**config.mk**
```make
export PLATFORM = sky130hd
export DESIGN_NAME = toggle_watchdog
export DESIGN_NICKNAME = d
export VERILOG_FILES = /design/src/rtl/wd_pkg.sv /design/src/rtl/wd_edge_sync.sv /design/src/rtl/wd_prescaler.sv /design/src/rtl/wd_tick_counter.sv /design/src/rtl/toggle_watchdog.sv
export SDC_FILE = /design/constraint.sdc
export NUM_CORES = 1
export LEC_CHECK = 0
export BUFFER_PORTS_ARGS = -buffer_cell sky130_fd_sc_hd__buf_2
export CAP_MARGIN = 15
export CORE_MARGIN = 2
export CORE_UTILIZATION = 40
export DETAILED_ROUTE_END_ITERATION = 12
export SLEW_MARGIN = 25
export SYNTH_ARGS = -nofsm -noshare
export SYNTH_HDL_FRONTEND = slang
export SYNTH_HIERARCHICAL = 1
export SYNTH_SLANG_ARGS = --single-unit
export TNS_END_PERCENT = 10
```
**constraint.sdc**
```tcl
create_clock -name clk -period 10.25 [get_ports clk]
set_input_delay 0.5125 -clock clk [delete_from_list [all_inputs] [get_ports clk]]
set_output_delay 0.5125 -clock clk [all_outputs]
set_load 0.1 [all_outputs]
```
**src/rtl/wd_pkg.sv**
```systemverilog
package wd_pkg;

  typedef enum logic {
    WD_ARMED   = 1'b0,
    WD_TRIPPED = 1'b1
  } wd_state_e;

  // Effective tick count: a zero request is raised to the minimum of one.
  function automatic int unsigned wd_eff_ticks(input int unsigned raw);
    return (raw == 0) ? 1 : raw;
  endfunction

  // Total clock cycles from a restart to the timeout cycle boundary.
  function automatic int unsigned wd_window_cycles(input int unsigned raw,
                                                   input int unsigned prescale);
    return wd_eff_ticks(raw) * prescale;
  endfunction

endpackage

```
**src/rtl/wd_edge_sync.sv**
```systemverilog
module wd_edge_sync #(
  parameter int STAGES = 2
) (
  input  logic clk,
  input  logic rst_n,
  input  logic din,
  output logic edge_evt
);

  logic [STAGES-1:0] sync_q;
  logic              prev_q;

  always_ff @(posedge clk or negedge rst_n) begin
    if (!rst_n) begin
      sync_q <= '0;
      prev_q <= 1'b0;
    end else begin
      sync_q <= {sync_q[STAGES-2:0], din};
      prev_q <= sync_q[STAGES-1];
    end
  end

  // Any difference between the settled sample and its predecessor is service.
  assign edge_evt = sync_q[STAGES-1] ^ prev_q;

endmodule

```
**src/rtl/wd_prescaler.sv**
```systemverilog
module wd_prescaler #(
  parameter int PRESCALE = 16
) (
  input  logic clk,
  input  logic rst_n,
  input  logic clr,
  output logic tick
);

  localparam int CW = (PRESCALE > 1) ? $clog2(PRESCALE) : 1;

  generate
    if (PRESCALE == 1) begin : g_passthru
      assign tick = 1'b1;
    end else begin : g_count
      localparam logic [CW-1:0] LAST = CW'(PRESCALE - 1);
      logic [CW-1:0] cnt_q;

      assign tick = (cnt_q == LAST);

      always_ff @(posedge clk or negedge rst_n) begin
        if (!rst_n)       cnt_q <= '0;
        else if (clr)     cnt_q <= '0;
        else if (tick)    cnt_q <= '0;
        else              cnt_q <= cnt_q + 1'b1;
      end
    end
  endgenerate

endmodule

```
**src/rtl/wd_tick_counter.sv**
```systemverilog
module wd_tick_counter
  import wd_pkg::*;
#(
  parameter int PERIOD_W = 8
) (
  input  logic                clk,
  input  logic                rst_n,
  input  logic                clr,
  input  logic                tick,
  input  logic [PERIOD_W-1:0] limit,
  output logic                timeout
);

  logic [PERIOD_W-1:0] cnt_q;
  logic [PERIOD_W-1:0] last_idx;

  assign last_idx = PERIOD_W'(wd_eff_ticks(32'(limit)) - 1);
  assign timeout  = tick && (cnt_q == last_idx);

  always_ff @(posedge clk or negedge rst_n) begin
    if (!rst_n)     cnt_q <= '0;
    else if (clr)   cnt_q <= '0;
    else if (tick)  cnt_q <= cnt_q + 1'b1;
  end

endmodule

```
**src/rtl/toggle_watchdog.sv**
```systemverilog
module toggle_watchdog
  import wd_pkg::*;
#(
  parameter int PRESCALE    = 16,
  parameter int PERIOD_W    = 8,
  parameter int SYNC_STAGES = 2
) (
  input  logic                clk,
  input  logic                rst_n,
  input  logic                wd_line,
  input  logic [PERIOD_W-1:0] period,
  output logic                fault_n
);

  logic      edge_evt;
  logic      tick;
  logic      timeout;
  logic      restart;
  wd_state_e state_q;

  wd_edge_sync #(.STAGES(SYNC_STAGES)) u_sync (
    .clk      (clk),
    .rst_n    (rst_n),
    .din      (wd_line),
    .edge_evt (edge_evt)
  );

  wd_prescaler #(.PRESCALE(PRESCALE)) u_presc (
    .clk   (clk),
    .rst_n (rst_n),
    .clr   (restart),
    .tick  (tick)
  );

  wd_tick_counter #(.PERIOD_W(PERIOD_W)) u_ticks (
    .clk     (clk),
    .rst_n   (rst_n),
    .clr     (restart),
    .tick    (tick),
    .limit   (period),
    .timeout (timeout)
  );

  // Service or expiry both rewind the timing chain to a fresh window.
  assign restart = edge_evt | timeout;

  always_ff @(posedge clk or negedge rst_n) begin
    if (!rst_n)         state_q <= WD_ARMED;
    else if (edge_evt)  state_q <= WD_ARMED;     // service beats expiry
    else if (timeout)   state_q <= WD_TRIPPED;
  end

  assign fault_n = (state_q != WD_TRIPPED);

endmodule

```
==> run summary, run 1 <==
CTS placed an instance of sky130_fd_sc_hd__clkbuf_4 at the clock tree root. The die covers 2811 um^2. The analysis attributes to cell leakage a power of 0.0004507 uW. Measured along the x axis, the die boundary spans 53.02 um. The final number of hold-violating endpoints came out at 0. The DRC violation count after routing is 0. The share of final-layout standard cells stronger than drive strength 1 is 0.2091. The yosys synthesis warning count is 6. The residual antenna-violating net count after detailed routing is 0. The total routed wirelength came out at 1747 um. The via count of the first global-routing pass came out at 747.

Along the worst path, the maximum fanout reaches 13. The worst setup path is launched from an input pin. The clock edge transition at the registers on the reported setup and hold paths is 0.09 ns. The mux contribution to synthesized area is 0.02214. The clock tree from TritonCTS is done. The area growth from synthesis to layout came out at 11.98%. The total area inside the core boundary comes to 2233 um^2. The signal on the critical path passes through buf_2, or4_4, nor4_4, nor2_2, ha_1, xnor2_1, xnor2_1, a2111oi_0, nand4_1, nor4_2, or2_1, o2111ai_1, or3_1, a21oi_1. The distinct cell type count of the synthesized netlist is 34.

The setup skew after layout is 0.0007573 ns. The power after layout is 126.0 uW. At the pin with the least slew margin, the transition time is 0.4843 ns. Using the TritonRoute via totals, the vias-per-cell ratio works out to 5.261.

The critical path in this run is classified as input pin to register. The data arrival time of the critical path came out at 4.17 ns. The adder and majority cell fraction of the synthesized area is 0.03906. The number of buffers added on ports came out at 11. The post-synthesis compound-gate area fraction came out at 0.1159. The relative slew slack is 0.6793. The number of pins exceeding their max-slew limit in the final report is 0.

Among the stages of the critical path, the cell type that occurs most often is sky130_fd_sc_hd__xnor2_1. The number of enable-type register cells in the synthesized netlist came out at 0. The final weighted congestion in routability-driven placement is 0.7145. The number of max-cap violations is 0. The worst hold path belongs to the class input pin to asynchronous set/reset pin.

The count of H-tree levels built during CTS is 1. In the synthesized netlist the dominant register cell turns out to be sky130_fd_sc_hd__dfrtp_1. No sink is reached through more buffers than the 2 on the longest clock path. The count of state elements after synthesis is 16. Together, buffers and inverters on the worst path number 1. The critical path required time came out at 10.46 ns. The setup-violating endpoint count in the final report came out at 0. The sum of net half-perimeters after detailed placement came out at 1294 um.

The leftover overflow at the end of global routing is 0. The net count after synthesis is 112. The number of vias after detailed routing is 726. After the last flow step, the layout net total stands at 125.

The initial cell density of the core came out at 0.4303. The number of instances in the synthesized netlist is 98. The first TritonRoute pass finished after 4 iterations.

Static timing analysis puts the maximum clock frequency at 0.2527 GHz. The number of resized instances in the post-cts repair step came out at 0. The later-pin clock latency in the skew report is 0.28 ns. The floorplan die height is 53.02 um. The XOR/XNOR share of the synthesized area came out at 0.1549. In this design, the stage delay of the slowest critical-path cell is 0.58 ns. The maximum number of pins on one net before global-route repair came out at 17.

Setup repair after global routing left no endpoint under its margin. The first global-routing pass estimated 2960 um of wire. After synthesis, the largest family of logic cells by area is simple AND/OR/NAND/NOR gates. The worst setup path is captured at a register. During I/O placement, the number of pins put on the boundary was 12. The power density over cell area came out at 117.1 nW/um^2. Adding up every negative setup slack in the final design gives 0 ns. Among cell families on the critical path, the largest total delay comes from simple AND/OR/NAND/NOR gates.

The post-route clock period utilization is 0.3861. The initial antenna violation count is 0. On the critical path, the stage with the largest delay is an instance of sky130_fd_sc_hd__or4_4.

The flow ran to the end, and the final reports show no timing, DRC or antenna violations. Of the total synthesized cell area, the portion taken by AND, OR, NAND and NOR gates is 0.2201. The share of async-settable or async-resettable flops after synthesis is 1.000. After the first detailed-routing iteration, the DRC count stood at 7. The routed wire length per instance came out at 12.66 um. The buffer count from post-CTS setup fixing came out at 0. In this run the core area contains 17 standard-cell rows.

The total CTS buffers is 3. The fraction of the yosys area taken by sequential cells came out at 0.4167. The time the worst path needs with I/O delays and setup is 3.957 ns. The quantity of hold-fixing buffers added after cts is 0.

The mapped netlist covers 960.9 um^2. The clock drives 16 sinks. VDD sags by at most 0.00007522 V. The overall fraction of global-route tracks in use is 0.1464. The average cell area after synthesis is 9.805 um^2. The diode insertion count for antenna repair is 0.
-- cells by family after synthesis --
logic type               after synthesis
multiplexers                           2
adder cells (fa/ha/maj)                3
buffers and inverters                  8
AND/OR/NAND/NOR                       35
flip-flops                            16
AO/OA/AOI/OAI                         17
XOR/XNOR                              17
-- worst reg2reg max path, cell delays in order (launching register included) --
cell and delay [ns]:
sky130_fd_sc_hd__dfrtp_1 0.42, sky130_fd_sc_hd__ha_1 0.24, sky130_fd_sc_hd__and3_1 0.39, sky130_fd_sc_hd__o21ai_0 0.13, sky130_fd_sc_hd__a2111oi_0 0.45, sky130_fd_sc_hd__nand4_1 0.17
sky130_fd_sc_hd__nor4_2 0.31, sky130_fd_sc_hd__or2_1 0.44, sky130_fd_sc_hd__o2111ai_1 0.31, sky130_fd_sc_hd__or3_1 0.40, sky130_fd_sc_hd__a21oi_1 0.14
-- through the flow --
step                  util  instance area [um^2]  std cells  setup slack (ns)  hold WS, ns
finish              0.4818                  1076        138             6.293       0.1208
global route        0.4818                  1076        138             5.910       0.1512
CTS                 0.4818                  1076        138             6.251       0.1288
detailed placement  0.4655                  1040        134             5.964       0.3347
global placement    0.4655                  1040        134             5.974       0.3320
floorplan                -                 960.9         98             6.448       0.2169
-- registers in the layout, indices dropped and copies added, names as in the netlist --
name and flops:
u_presc/g_count.cnt_q 4, u_ticks/cnt_q 8, state_q 1, u_sync/prev_q 1, u_sync/sync_q 2
-- synthesized netlist by cell type, types with 2 or more instances --
cell type	n	area [um^2]
sky130_fd_sc_hd__nor2_1	10	37.54
sky130_fd_sc_hd__dfrtp_1	16	400.4
sky130_fd_sc_hd__and3_1	2	12.51
sky130_fd_sc_hd__nor3_1	3	15.01
sky130_fd_sc_hd__nor2b_1	2	12.51
sky130_fd_sc_hd__or3_1	2	12.51
sky130_fd_sc_hd__ha_1	3	37.54
sky130_fd_sc_hd__xor2_1	9	78.83
sky130_fd_sc_hd__o21ai_0	5	25.02
sky130_fd_sc_hd__xnor2_1	8	70.07
sky130_fd_sc_hd__nand2_1	4	15.01
sky130_fd_sc_hd__nand4_1	3	18.77
sky130_fd_sc_hd__clkbuf_1	3	11.26
sky130_fd_sc_hd__inv_1	5	18.77
sky130_fd_sc_hd__a21oi_1	4	20.02
-- power by group --
group / switching (uW) / total [uW] / internal, uW
sequential: 2.31 / 67.9 / 65.6
clock: 19.5 / 41.1 / 21.6
combinational: 9.64 / 17.0 / 7.34
total: 31.4 / 126 / 94.5
-- cell usage in the layout (no fill, tap or decap), drive strengths merged, types with 2 or more instances in the layout --
master  instances
a21oi           5
and3            2
buf            11
clkbuf          4
dfrtp          16
ha              3
inv             5
nand2           4
nand4           3
nor2           11
nor2b           2
nor3            4
nor4            2
o21ai           6
or3             2
xnor2           8
xor2            9
-- path summary, 6_finish.rpt --
path	startpoint	end	slack [ns]	depth (start not counted)
max	period[2]	u_ticks/cnt_q[7]	6.29	14
min	rst_n	u_sync/sync_q[0]	0.12	1
max reg2reg	u_presc/g_count.cnt_q[0]	u_ticks/cnt_q[7]	6.79	10
min reg2reg	u_sync/sync_q[0]	u_sync/sync_q[1]	0.36	0
max in group asynchronous	rst_n	u_presc/g_count.cnt_q[3]	9.88	1
min in group clk	wd_line	u_sync/sync_q[0]	0.33	1
-- metal layers --
metal  GRT usage  vias up  wire, um  part of all wire
met5           0        -         0                 0
met1      0.1687      346       836              0.48
met3     0.01695        2        47             0.027
li1            -      367         -                 -
met2      0.2625       11       846              0.48
met4     0.07692        0        17            0.0097
-- final cells by class --
cell class | instances | area (um^2)
tap | 28 | 35.03
sequential | 16 | 400.4
inverter | 5 | 18.77
timing repair buffer | 11 | 55.05
clock buffer | 4 | 36.28
fill | 220 | 1157
multi-input combinational | 74 | 530.5
Note: power is estimated with default switching activity, not from simulation.
==> run 2: changes to the inputs <==
--- a/config.mk
+++ b/config.mk
@@ -5,6 +5,7 @@
 export SDC_FILE = /design/constraint.sdc
 export NUM_CORES = 1
 export LEC_CHECK = 0
+export ABC_AREA = 1
 export BUFFER_PORTS_ARGS = -buffer_cell sky130_fd_sc_hd__buf_2
 export CAP_MARGIN = 15
 export CORE_MARGIN = 2
==> constraint.sdc (replaced) <==
create_clock -name clk -period 3.28 [get_ports clk]
set_input_delay 0.164 -clock clk [delete_from_list [all_inputs] [get_ports clk]]
set_output_delay 0.164 -clock clk [all_outputs]
set_load 0.1 [all_outputs]
==> run 2 against run 1 <==
Effect of this change:
- clock power rose to 3.1 times the previous value
- count of clock-buffer cells in the layout unchanged
- cell count up 45%
- wire length up 14%
- sequential share of layout area down 4.4 points
- register-to-register slack worse by 6.0 ns
- first-iteration DRC count rose to 2.6 times the previous value
==> run summary, run 2 <==
The category of the worst setup path capture point is a register. The switching power as a share of total power came out at 0.2574 (+0.007824). The critical path required time is 3.49 ns (-6.97 ns). The highest clock frequency the design can meet is 0.3951 GHz. The routed length on met1 is 917 um (+9.7%).

The residual antenna-violating net count after detailed routing is 0 (unchanged). The finished layout cell area came out at 1221 um^2 (+13%). The area growth from synthesis to layout came out at 13.89%. The fraction of the yosys area taken by sequential cells is 0.3734 (-0.04327). The relative slew slack came out at 0.6803 (+0.0009630). The internal cell power is 295.5 uW (+210%). In the layout the commonest cells are 38 x sky130_fd_sc_hd__nand2_1, 22 x sky130_fd_sc_hd__inv_1, 19 x sky130_fd_sc_hd__nor2_1. The final number of hold-violating endpoints came out at 0 (unchanged). The number of nets at the end of the flow came to 185 (+48%). The total routed wirelength came out at 1992 um (+14%). For this run, the leading register cell type out of synthesis is sky130_fd_sc_hd__dfrtp_1.

The share of final-layout standard cells stronger than drive strength 1 is 0.1941 (-0.01497). The worst path needs 2.531 ns of the cycle, external delays included. The starting DRC count in detailed routing is 18 (+11). The overall fraction of global-route tracks in use came out at 0.1357 (-0.01070). The average vias per placed instance is 4.825 (-8.3%). Setup repair after global routing left no endpoint under its margin.

The via count of the first global-routing pass came to 848 (+14%). The buffer levels on the longest clock path was 2 (unchanged). The count of state elements after synthesis came to 16 (unchanged). The quantity of hold-fixing buffers added after cts was 2 (+2). The routed wire length per instance is 9.960 um (-21%). The clock edge transition at the registers on the reported setup and hold paths was 0.09 ns (about the same).

The count of boundary I/O pins came to 12 (unchanged). The final weighted congestion in routability-driven placement came out at 0.8562 (+20%). The class of the tightest hold or removal check is input pin to asynchronous set/reset pin. The count of H-tree levels built during CTS came out at 1 (unchanged).

The total core area is 2500 um^2 (+12%). The horizontal extent of the die is 55.78 um (+5.2%). The leftover overflow at the end of global routing was 0 (unchanged). The diode insertion count for antenna repair came out at 0 (unchanged). The distinct cell type count of the synthesized netlist came to 22 (-35%). The most common cell after layout, fill and taps aside is sky130_fd_sc_hd__nand2_1.

The number of instances in the synthesized netlist came out at 153 (+56%). The cell area after placement is 1165 um^2 (+12%). The average cell area after synthesis is 7.008 um^2 (-29%).

By count the netlist is led by 38 x sky130_fd_sc_hd__nand2_1, 22 x sky130_fd_sc_hd__inv_1, 19 x sky130_fd_sc_hd__nor2_1. Yosys attributes the largest share of cell area to sky130_fd_sc_hd__dfrtp_1 37%, sky130_fd_sc_hd__nand2_1 13%, sky130_fd_sc_hd__inv_1 7.7%, sky130_fd_sc_hd__nor2_1 6.7%, sky130_fd_sc_hd__nand3_1 4.2%. The leakage power is 0.0006374 uW (+41%). The sum of net half-perimeters after detailed placement came to 1647 um (+27%). The yosys synthesis warning count came to 6 (unchanged).

The DRC violation count after routing is 0 (unchanged). The actual slew at the worst max-slew pin is 0.4829 ns (-0.001454 ns). The uppermost layer routed is met4. The data arrival time of the critical path came out at 2.74 ns (-1.43 ns). The cell type contributing the most total cell area after synthesis is sky130_fd_sc_hd__dfrtp_1. The top-area cell type share of the netlist area is 0.3734 (-0.04327). By startpoint and endpoint, the worst setup path is classified as input pin to register. The area enclosed by the die boundary came to 3111 um^2 (+11%). The setup skew after layout came out at 0.006021 ns (+0.005264 ns). The floorplan die height is 55.78 um (+5.2%).

STA classifies the critical path startpoint as an input pin. The maximum number of pins on one net before global-route repair came out at 17 (unchanged). TritonCTS built the clock tree. The number of pins exceeding their max-slew limit in the final report is 0 (unchanged).

The number of enable-type register cells in the synthesized netlist is 0 (unchanged). The master cell of the clock root buffer is sky130_fd_sc_hd__clkbuf_4. The cell count of the worst reg-to-reg path is 20 (+10). The number of resized instances in the post-cts repair step is 0 (unchanged). The run finished with clean final reports. The power after layout is 397.9 uW (+220%). The total met3 wirelength after detailed routing came out at 73 um (+55%). The number of buffers added on ports was 11 (unchanged). The worst ir drop on vdd came to 0.0003205 V (+330%).

The combinational power share came out at 0.151 (+0.016). The met2 routed wirelength came out at 971 um (+15%). The global-route wire length before repair is 3401 um (+15%). The share of async-settable or async-resettable flops after synthesis is 1.000 (unchanged).

The sum of negative setup slack came out at 0 ns (unchanged). The total CTS buffers came out at 3 (unchanged). The register with the most flip-flops is u_ticks/cnt_q. The number of flip-flops under the largest register name came out at 8 (unchanged).

The later-pin clock latency in the skew report came out at 0.28 ns (about the same). The number of vias after detailed routing came out at 965 (+33%). The net count after synthesis came out at 167 (+49%).

The largest registers in the layout are u_ticks/cnt_q (8), u_presc/g_count.cnt_q (4), u_sync/sync_q (2). The area of the mapped netlist was 1072 um^2 (+12%). The count of standard-cell rows is 18 (+1). The final-layout fill cell count was 254 (+15%). The switching component of the power came to 102.4 uW (+230%).

The share of total power in the clock network is 0.317 (-0.009). The fraction of power consumed by sequential logic came out at 0.532 (-0.007). The setup-violating endpoint count in the final report was 0 (unchanged). The number of max-cap violations came out at 0 (unchanged). The critical-path maximum fanout came out at 6 (-7). The initial antenna violation count came to 0 (unchanged). The buffer count from post-CTS setup fixing is 0 (unchanged). The power density over cell area came to 325.8 nW/um^2 (+180%). The utilization after layout came out at 0.4885 (+0.006695). Yosys instantiated no cell more often than sky130_fd_sc_hd__nand2_1. The count of clock tree sinks is 16 (unchanged).

The post-route clock period utilization came out at 0.7717. The first-pass iteration count of the detailed router is 4 (unchanged). The initial cell density of the core was 0.4289 (-0.001324).
[run 2: changes by cell type in the layout (fill, tap and decap cells not counted), sizes merged, moves of 2 or more]
cell         delta
nand4           +2
or3             -2
and3            -2
xnor2           -5
nand2          +39
inv            +22
xor2            -7
dlygate4sd3     +2
o21ai           +2
nor2b           -2
nor4            -2
nor2           +12
nand3           +9
[run 2: area by class of cell]
type,instances,area (um^2),share of cell area
Multi-Input combinational cell,110,570.5,0.4672
Sequential cell,16,400.4,0.3279
Inverter,27,101.3,0.08299
Timing Repair Buffer,13,75.07,0.06148
Tap cell,30,37.54,0.03074
Clock buffer,4,36.28,0.02971
[run 2: worst max-delay path, cell delays in order]
cell and delay (ns):
sky130_fd_sc_hd__buf_2 0.13, sky130_fd_sc_hd__nor2_1 0.13, sky130_fd_sc_hd__nand2_2 0.09, sky130_fd_sc_hd__inv_2 0.06, sky130_fd_sc_hd__nand2_2 0.08, sky130_fd_sc_hd__nand2_2 0.10, sky130_fd_sc_hd__inv_2 0.04, sky130_fd_sc_hd__ha_1 0.21
sky130_fd_sc_hd__inv_1 0.10, sky130_fd_sc_hd__nand2_1 0.07, sky130_fd_sc_hd__nand2_1 0.06, sky130_fd_sc_hd__nand2_1 0.05, sky130_fd_sc_hd__nand2_1 0.05, sky130_fd_sc_hd__nand2_1 0.05, sky130_fd_sc_hd__nor2_1 0.14, sky130_fd_sc_hd__nand2_1 0.07
sky130_fd_sc_hd__nor2_1 0.08, sky130_fd_sc_hd__nand2_1 0.06, sky130_fd_sc_hd__nor2_2 0.09, sky130_fd_sc_hd__or2_1 0.21, sky130_fd_sc_hd__nor2_2 0.11, sky130_fd_sc_hd__inv_2 0.08, sky130_fd_sc_hd__nand4_1 0.15, sky130_fd_sc_hd__nor3_2 0.18
sky130_fd_sc_hd__o21ai_1 0.08, sky130_fd_sc_hd__a21oi_1 0.11
[run 2: metal layers]
| metal | vias to the layer above | global-route usage |
|---|---|---|
| li1 | 509 | - |
| met1 | 440 | 0.1659 |
| met2 | 12 | 0.2381 |
| met3 | 4 | 0.02093 |
| met4 | 0 | 0.05226 |
| met5 | - | 0 |
[run 2: path summary, 6_finish.rpt]
check                                         start                to  slack [ns]
setup / recovery                          period[4]  u_ticks/cnt_q[5]        0.75
hold / removal                                rst_n  u_sync/sync_q[1]        0.32
setup reg to reg           u_presc/g_count.cnt_q[0]  u_ticks/cnt_q[5]        0.81
hold reg to reg                    u_sync/sync_q[0]  u_sync/sync_q[1]        0.36
max in group asynchronous                     rst_n  u_ticks/cnt_q[6]        2.69
min in group clk                   u_sync/sync_q[0]  u_sync/sync_q[1]        0.36
[run 2: cell families (layout without fill, tap and decap cells)]
kind of cell,after synthesis,after routing,share of synthesized area
AO/OA/AOI/OAI,13,13,0.06301
XOR/XNOR,5,5,0.04085
adder cells (fa/ha/maj),3,3,0.03501
buffers and inverters,27,44,0.09452
flip-flops,16,16,0.3734
AND/OR/NAND/NOR,89,89,0.3932
[run 2: power groups by stage]
stage | logic, uW | clock network (uW) | registers [uW]
floorplan | 38.6 | 0 | 214
global placement | 58.0 | 0 | 215
detailed placement | 58.7 | 0 | 216
CTS | 60.7 | 132 | 212
global route | 70.0 | 141 | 213
finish | 60.1 | 126 | 212
[run 2: stage by stage]
step	std cells	worst slack, ns	hold WS [ns]
final	200	0.7489	0.3176
after CTS	200	0.7768	0.3153
after floorplan	153	0.9529	-0.1316
after global routing	200	0.3726	0.3431
after detailed placement	194	0.4825	0.09729
after global placement	194	0.5306	0.09259
==> run 3: changes to the inputs <==
==> constraint.sdc (replaced) <==
create_clock -name clk -period 2.3 [get_ports clk]
set_input_delay 0.115 -clock clk [delete_from_list [all_inputs] [get_ports clk]]
set_output_delay 0.115 -clock clk [all_outputs]
set_load 0.1 [all_outputs]
==> run 3 against run 2 <==
Effect of this change:
- the run now ends with setup timing left
- via count increased by 11%
- wire length increased by 16%
- sequential share of layout area decreased by 5.1 points
- global-route usage increased by 2.1 points
- combinational power increased by 120%
- cell count increased by 13%
- critical path type is now register to register
- critical endpoint is now u_ticks/cnt_q[4]
- highest routed layer unchanged
==> run summary, run 3 (synthesis gave the netlist of run 2 again) <==
The initial antenna violation count came out at 0 (unchanged). The cell type of the slowest stage on the worst timing path is sky130_fd_sc_hd__dfrtp_1. The critical path class is register to register.

The cell count after placement is 214 (+10%). The total core area was 2500 um^2 (unchanged). Clock tree synthesis selected as its root buffer the cell sky130_fd_sc_hd__clkbuf_4. The top cell types in the final layout, fill and taps aside, are 36 x sky130_fd_sc_hd__nand2_1, 25 x sky130_fd_sc_hd__buf_4, 21 x sky130_fd_sc_hd__inv_1. The count of boundary I/O pins is 12 (unchanged). The actual slew at the worst max-slew pin came out at 0.4825 ns (-0.0003693 ns). The clock edge transition at the registers on the reported setup and hold paths is 0.09 ns (about the same). The overall fraction of global-route tracks in use came to 0.1572 (+0.02148). The sequential cell area in the final layout came to 400.4 um^2 (unchanged).

The final number of hold-violating endpoints came out at 0 (unchanged). The leftover overflow at the end of global routing came out at 0 (unchanged). The average vias per placed instance is 4.735 (-1.9%). Tracing the worst setup path back leads to its startpoint at u_presc/g_count.cnt_q[0]. The utilization after layout came out at 0.5781 (+0.08959). The final cell count without fillers is 226 (+13%). The starting DRC count in detailed routing came to 14 (-4).

The most common cell after layout, fill and taps aside is sky130_fd_sc_hd__nand2_1. The setup-violating endpoint count in the final report came out at 2 (+2). The initial cell density of the core is 0.4289 (unchanged). The worst ir drop on vdd is 0.0005439 V (+70%). Setup repair after global routing could not meet its margin everywhere. The smallest setup slack after layout came out at -0.05074 ns (-0.7996 ns). The setup skew after layout came out at 0.003106 ns (-0.002915 ns). The area enclosed by the die boundary is 3111 um^2 (unchanged).

The horizontal extent of the die came out at 55.78 um (unchanged). The worst setup path is launched from a register. The signal on the critical path passes through ha_2, nand2_2, inv_2, nand2_2, inv_2, nand2_2, nor2_2, o21ai_1, nor2_1, nand2_1, nor2_1, nand2_1, nor2_2, or2_4, nor2_4, nor3b_4, nand3_2, buf_4, nand2_1, a21oi_1. Timing would allow up to 0.4254 GHz. The number of vias after detailed routing came to 1070 (+11%). The worst setup path is captured at a register.

The worst path in the final design needs a cycle of 2.351 ns, including I/O delays and setup. The final reports fail on setup timing. The buffer levels on the longest clock path came out at 2 (unchanged). The share of final-layout standard cells stronger than drive strength 1 is 0.3418 (+0.1477). The endpoint identified for the worst register-to-register timing path is u_ticks/cnt_q[4]. The count of H-tree levels built during CTS was 1 (unchanged). The number of max-cap violations is 0 (unchanged). The floorplan die height is 55.78 um (unchanged). The final weighted congestion in routability-driven placement came out at 0.8656 (+1.1%).

The diode insertion count for antenna repair is 0 (unchanged). The via count of the first global-routing pass is 978 (+15%). In the final layout, the registers with the most flip-flops are u_ticks/cnt_q (8), u_presc/g_count.cnt_q (4), u_sync/sync_q (2). The total routed wirelength came out at 2315 um (+16%). The final-layout fill cell count is 234 (-7.9%). Broken down by cell family, the worst path's largest delay share belongs to simple AND/OR/NAND/NOR gates. The count of standard-cell rows was 18 (unchanged). The relative slew slack is 0.6806 (about the same).

The maximum number of pins on one net before global-route repair is 17 (unchanged). The highest cell delay on the worst timing path was 0.37 ns (+0.16 ns). The total CTS buffers was 3 (unchanged). The routed wire length per instance came out at 10.24 um (+2.8%). The post-route clock period utilization is 1.022. The global-route wire length before repair came out at 3926 um (+15%). TritonCTS built the clock tree. The number of pins exceeding their max-slew limit in the final report came out at 0 (unchanged).

The residual antenna-violating net count after detailed routing is 0 (unchanged). The count of clock tree sinks is 16 (unchanged). The first-pass iteration count of the detailed router came out at 4 (unchanged). The total buffers and inverters traversed by the critical path came out at 3 (-2). The multi-input logic area came out at 595.6 um^2 (+4.4%). The data arrival time of the critical path came out at 2.52 ns (-0.22 ns).

The internal reg-to-reg setup slack is -0.05 ns (-0.86 ns). The worst hold path belongs to the class input pin to asynchronous set/reset pin. The number of flip-flops under the largest register name is 8 (unchanged). The number of nets at the end of the flow came out at 211 (+14%). The sum of net half-perimeters after detailed placement came to 1850 um (+12%). The cell count of the worst reg-to-reg path is 20 (unchanged).

The DRC violation count after routing is 0 (unchanged). The critical path required time was 2.47 ns (-1.02 ns). The run finished, with violations left. The power density over cell area is 420.5 nW/um^2 (+29%).

The leakage power came out at 0.0007608 uW (+19%). The number of buffers added on ports is 11 (unchanged). The later-pin clock latency in the skew report is 0.28 ns (about the same). The worst reg2reg path startpoint is u_presc/g_count.cnt_q[0]. The critical-path maximum fanout was 3 (-3).

Counting flops per register, the top entry is u_ticks/cnt_q. Compared with the post-synthesis result, the final layout area differs by 34.77%.
[run 3: area by class of cell]
| type | count | share of cell area |
|---|---|---|
| multi-input cells | 110 | 0.4121 |
| flip-flops and latches | 16 | 0.2771 |
| repair buffers | 39 | 0.1896 |
| inverters | 27 | 0.07013 |
| well taps | 30 | 0.02597 |
| clock buffers | 4 | 0.02511 |
[run 3: what timing repair did]
action	4_1_cts	5_1_grt
endpoints found under the hold margin	17	0
buffers inserted	1	5
setup endpoints to repair	1	8
hold buffers	2	0
gates resized for setup	0	10
pin swaps	0	16
[run 3: per-layer routing]
layer  up-vias  wire, um  track usage
met5         -         0            0
met4         0        21      0.06969
met3         2        60      0.02791
met2        15      1214       0.2823
met1       489      1018       0.1805
li1        564         -            -
[run 3: per-stage QoR]
stage          hold WS [ns]  worst slack (ns)  TNS [ns]  power [uW]  area [um^2]
6_report             0.2751          -0.05074  -0.08545       607.7         1445
5_1_grt              0.3017           -0.3341    -1.633       646.7         1445
4_1_cts              0.2653           0.01671         0       605.9         1379
3_5_place_dp        0.04529           -0.2590    -1.019       417.3         1315
3_3_place_gp        0.04108           -0.1818   -0.6125       412.5         1315
2_1_floorplan       -0.1806           0.02190         0       360.1         1072
[run 3: power breakdown]
| part | leakage [uW] | internal [uW] | total (uW) | switching (uW) |
|---|---|---|---|---|
| sequential | 0.000214 | 292 | 301 | 8.31 |
| combinational | 0.000526 | 65.7 | 131 | 65.7 |
| clock | 0.0000210 | 96.2 | 175 | 79.3 |
| total | 0.000761 | 454 | 608 | 153 |
[run 3: worst max-delay path by stage]
stage / to / slack, ns / cells after the start
global route: u_ticks/cnt_q[6] / -0.33 / 20
detailed placement: u_ticks/cnt_q[6] / -0.26 / 23
floorplan: u_ticks/cnt_q[5] / 0.02 / 22
finish: u_ticks/cnt_q[4] / -0.05 / 20
CTS: u_ticks/cnt_q[6] / 0.02 / 20
global placement: u_ticks/cnt_q[6] / -0.18 / 23
